==> src/rtl/entropy_seed_reg.sv <==
`timescale 1ns/1ps
module entropy_seed_reg #(
  parameter int SELFTEST_CYCLES = 256,
  parameter int REP_LIMIT       = 32
) (
  input  logic        clk,
  input  logic        rst_n,
  input  logic        raw_valid,
  input  logic        raw_bit,
  input  logic        rd_en,
  input  logic [31:0] wr_data,
  output logic [31:0] rd_data
);
  localparam int SW = 16;
  localparam int CW = $clog2(SELFTEST_CYCLES + 1);
  localparam int RW = $clog2(REP_LIMIT + 1);
  localparam int FW = $clog2(SW + 1);

  typedef enum logic [1:0] {
    ST_TEST  = 2'b00,
    ST_WAIT  = 2'b01,
    ST_READY = 2'b10,
    ST_FAIL  = 2'b11
  } status_t;

  status_t        st, st_nx;
  logic [CW-1:0]  test_cnt;
  logic [RW-1:0]  run_len, run_nx;
  logic           last_bit;
  logic [FW-1:0]  fill;
  logic [SW-1:0]  sample;
  logic           live, stuck, take_bit, unused_wr;

  assign unused_wr = ^wr_data;
  assign live      = (st == ST_WAIT) || (st == ST_READY);
  assign run_nx    = (run_len != '0 && raw_bit == last_bit) ? run_len + RW'(1) : RW'(1);
  assign stuck     = live && raw_valid && (run_nx == RW'(REP_LIMIT));
  assign take_bit  = (st == ST_WAIT) && raw_valid;

  always_comb begin
    st_nx = st;
    case (st)
      ST_TEST:  if (test_cnt == CW'(SELFTEST_CYCLES - 1)) st_nx = ST_WAIT;
      ST_WAIT:  if (take_bit && fill == FW'(SW - 1)) st_nx = ST_READY;
      ST_READY: if (rd_en) st_nx = ST_WAIT;
      default:  st_nx = ST_FAIL;
    endcase
    if (stuck) st_nx = ST_FAIL;
  end

  always_ff @(posedge clk or negedge rst_n) begin
    if (!rst_n) begin
      st       <= ST_TEST;
      test_cnt <= '0;
      run_len  <= '0;
      last_bit <= 1'b0;
      fill     <= '0;
      sample   <= '0;
    end else begin
      st <= st_nx;
      if (st == ST_TEST && test_cnt != CW'(SELFTEST_CYCLES - 1))
        test_cnt <= test_cnt + CW'(1);
      if (live && raw_valid) begin
        run_len  <= run_nx;
        last_bit <= raw_bit;
      end
      if (take_bit) begin
        sample <= {sample[SW-2:0], raw_bit};
        fill   <= fill + FW'(1);
      end
      if (st == ST_READY && rd_en) fill <= '0;
    end
  end

  assign rd_data = {st, 14'd0, (st == ST_READY) ? sample : 16'd0};
endmodule

==> config.mk <==
export PLATFORM = sky130hd
export DESIGN_NAME = entropy_seed_reg
export DESIGN_NICKNAME = d
export VERILOG_FILES = /design/src/rtl/entropy_seed_reg.sv
export SDC_FILE = /design/constraint.sdc
export NUM_CORES = 1
export LEC_CHECK = 0
export ABC_AREA = 1
export BUFFER_PORTS_ARGS = -buffer_cell sky130_fd_sc_hd__buf_2
export CAP_MARGIN = 20
export CORE_MARGIN = 1
export CORE_UTILIZATION = 54
export DETAILED_ROUTE_END_ITERATION = 6
export GPL_TIMING_DRIVEN = 1
export HOLD_SLACK_MARGIN = 0.06
export PLACE_DENSITY = 0.9
export SYNTH_ARGS = -nofsm -noshare
export SYNTH_HDL_FRONTEND = slang
export SYNTH_SLANG_ARGS = --single-unit
==> constraint.sdc <==
create_clock -name clk -period 4.7 [get_ports clk]
set_clock_uncertainty 0.1 [all_clocks]
set_input_delay 0.94 -clock clk [delete_from_list [all_inputs] [get_ports clk]]
set_output_delay 0.94 -clock clk [all_outputs]
set_load 0.005 [all_outputs]
-- Word level (Yosys, flattened, before mapping)
Cells that the tools add are included.
- register bits: 39
- output and inout bits: 32
- word-level logic and storage cells: 40
- add/sub/neg operators: 3
- equal/unequal tests: 10
- mux-type cells: 9
- reductions and logical operators: 12
- operators by type and width (cell ; count):
    2-to-1 mux 16 bit ; 1
    2-to-1 mux 5 bit ; 2
    adder 9 x 1 -> 9 bit, second input constant ; 1
    equality test 9 x 8 -> 1 bit, second input constant ; 1
    inequality test 9 x 8 -> 1 bit, second input constant ; 1
    2-to-1 mux 2 bit ; 4
    logical AND 1 bit ; 7
    adder 6 x 1 -> 6 bit, second input constant ; 1
    equality test 6 bit, second input constant ; 1
    2-to-1 mux 6 bit ; 1
    inequality test 3 bit, second input constant ; 2
    one-hot mux 2 bit (3 select lines) ; 1
    nonzero test 6 bit ; 1
    adder 5 x 1 -> 5 bit, second input constant ; 1
    equality test 5 x 4 -> 1 bit, second input constant ; 1
    inequality test 3 x 2 -> 1 bit, second input constant ; 1
    AND reduction 3 bit ; 1
    equality test 2 x 1 -> 1 bit, second input constant ; 1
    equality test 2 bit, second input constant ; 1
    zero test 2 bit ; 1
    nonzero test 2 bit ; 1
    equality test 1 bit ; 1
    logical OR 1 bit ; 1

-- Logic depth before layout (Yosys ltp)
- depth in word-level cells: 7
- gate-level depth with buffers: 11
- mapped depth without buffers: 11

-- Worst setup path before layout
Ideal clock, no wire load.
- kind: reg-to-output
- start point: register st[0]
- end point: output rd_data[10]
- data arrival time: 1.183 ns
- path slack: 2.477 ns
- cell stages (with the launch flop): 7
- buffers on the path: 2
- cell sequence: dfrtp_1 inv_1 ha_1 buf_4 clkbuf_1 nand2_1 inv_1
- word-level cells in the longest chain between the ends: 2
- RTL lines (item ; line ; source):
    start, declared ; 26 ; status_t st, st_nx;
    start signal, assigned ; 60 ; st <= st_nx;
    equality test 2 bit ; 75 ; assign rd_data = {st, 14'd0, (st == ST_READY) ? sample : 16'd0};
    2-to-1 mux 16 bit ; 75 ;
    end, declared ; 12 ; output logic [31:0] rd_data
Every way passes these cells.

-- Final worst setup path
- start point: register st[0]
- end point: output rd_data[5]
The elaborated chain is that of the path after synthesis.

==> flow_summary.toml <==
[status]
status = "finished clean"

[min_path]
hold_path_end = "fill[3]"
min_path_cells = 1
hold_path_startpoint = "fill[3]"
min_path_type = "reg2reg"

[synth]
syn-cell-area_sq_um = 2160
synth_common_cells = "nand2_1, dfrtp_1, inv_1"
synth_cell_types = 32
postSynth.asyncResetShare_pct = 100
synth.top_cell.area_share_pct = 45.2
ys_ff_latch = 39
yosysTopAreaCell = "dfrtp_1"
synth_flop_cell = "dfrtp_1"
syn_area_per_cell_sq_um = 8.14
yosysMostFrequentCell = "nand2_1"
synth_area_leaders = "dfrtp_1, nand2_1, inv_1"
synth_edf_count = 0
synth_cells = 265
ys_warn_count = 0
yosysSeqAreaShare_pct = 45.2

[global_routing]
grt_pass1_vias = 1605
met2_usage_pct = 37.2
antenna_found_initial = 0
grt_pass1_wl_um = 6990
top_usage_layer = "met2"
use_met3_pct = 6.08
grt_use_met1_pct = 25.4
grt.total_usage_pct = 21.8
grt-ovfl-total = 0
grt_max_degree = 40

[worst_setup_path]
r2r-end = "fill[3]"
worstRegToRegCells = 8
startpoint = "st[0]"
required_ps = 3660
worstPathCellList = "inv_1 > ha_1 > nand2_1 > inv_1 > buf_2"
crit_type = "reg2out"
cp-start-kind = "flip-flop"
endpoint_kind = "output pin"
crit_arrival_ps = 1750
reg2reg_from = "st[1]"
cpPeakStageDelay_ps = 560
cp_common_cell = "inv_1"
cp_max_fo = 18
worst_path_max_delay_cell = "ha_1"
rrSetupSlack_ps = 2390

[clock_network]
clockBufferDepth = 2
cts_buffers = 5
root_buffer = "clkbuf_8"
clock_latency_ps = 300
clkSinkCount = 39
cts_setup_buffers = 0
cts_resized = 0
cts_hold_buf = 0
cts_tree = "yes"
htree_levels = 2
clkSlewWorstSetupHoldPaths_ps = 80

[timing]
fmax_mhz = 358
fin_crit_sh_pct = 59.5
finalSetupViolations = 0
period_minus_slack_ps = 2790
finalMaxSlewViolations = 0
tightestPinTransition_ps = 836
grt_setup_unrepaired = "no"
slew_headroom_pct = 44.2
hold_viol = 0
setup_tns_ps = 0

[cells_and_area]
drive_above_1_share_pct = 15.7
final_cells = 335
diodes = 0
areaGrowthSynthToFinish_pct = 9.69
fin_nets = 334

[die]
io_pins = 69
die_w_um = 65.2
rows = 22
initial_core_util_pct = 57.6
core_sq_um = 3740
fp.dieH_um = 65.2
die_area_sq_um = 4250

[power_and_ir_drop]
ir_worst_vdd_v = 0.000235
p_total_uw = 685
power.leakage_uw = 0.00141
power.density_nw_per_um2 = 289

[detailed_routing]
dr.pass1.iters = 4
wirelength_um = 3830
detail_route.iter0.violations = 70
via_per_inst = 4.84
wl_per_cell_um = 11.4
vias = 1620
drc = 0
final_antenna_net_count = 0

[place]
gp_congestion = 0.813
portBuffers = 22
dp_cells = 327
dp_hpwl_um = 2600

[job]
maxCapViolCount = 0
-- cells in the final DEF, fill, tap and decap left out, types with 2 or more instances in the layout --
master,synthesis,final
bufinv_16,0,2
conb_1,1,14
clkbuf_8,0,5
inv_1,38,38
inv_2,2,2
xor2_1,4,4
a21oi_1,3,3
xnor2_1,3,3
buf_2,3,22
dfrtp_1,39,39
ha_1,11,11
o21ai_0,13,13
nand4_1,4,4
nand2_2,4,4
nand2_1,88,88
nand3_1,7,7
nor2_1,9,9
nor2_2,2,2
nand3_2,3,3
a211oi_1,2,2
-- worst max path at each step --
stage	end	slack [ps]
6_report	rd_data[5]	1910
5_1_grt	rd_data[3]	1750
4_1_cts	rd_data[11]	1890
3_5_place_dp	fill[3]	2140
3_3_place_gp	fill[3]	2200
2_1_floorplan	rd_data[10]	2480
-- area by class of cell --
cell class,instances,area (sq um)
sequential,39,976
timing repair buffer,22,110
clock inverter,3,67.6
tap,48,60.1
clock buffer,5,68.8
multi-input combinational,178,933
fill,304,1380
inverter,40,150
-- power by group --
group	switching [uW]	internal [uW]	total (uW)
logic	11.7	2.18	13.9
clock network	124	212	336
registers	0	335	335
total	136	549	685
-- cell families after synthesis --
logic type,synth area share [%]
AND/OR/NAND/NOR,24.7
multiplexers,0.522
XOR/XNOR,2.84
flip-flops,45.2
adder cells (fa/ha/maj),6.38
other,0.174
AO/OA/AOI/OAI,6.38
buffers and inverters,13.7
-- state kept, by name (all words and copies together) (netlist names) --
signal and cells:
sample 16, test_cnt 9, run_len 6, fill 5
st 2, last_bit 1
-- critical path, delay by kind of cell (launching register included) --
family	cells	cell delay, ps
adder cells (fa/ha/maj)	1	560
buffers and inverters	3	330
flip-flops	1	440
AND/OR/NAND/NOR	1	130
-- through the flow --
stage | setup WS (ps) | util [%] | instance area (sq um) | hold slack, ps
6_report | 1910 | 63.2 | 2370 | 371
5_1_grt | 1750 | 63.2 | 2370 | 393
4_1_cts | 1890 | 63.2 | 2370 | 369
3_5_place_dp | 2140 | 59.6 | 2230 | 357
3_3_place_gp | 2200 | 59.6 | 2230 | 349
2_1_floorplan | 2480 | - | 2210 | 333
-- routing by layer --
metal / share of wire, % / vias up
met5: 0 / -
met4: 1.0 / 0
met3: 4.7 / 4
met2: 49 / 47
met1: 45 / 745
li1: - / 824
Power figures use the tool's default switching activity.
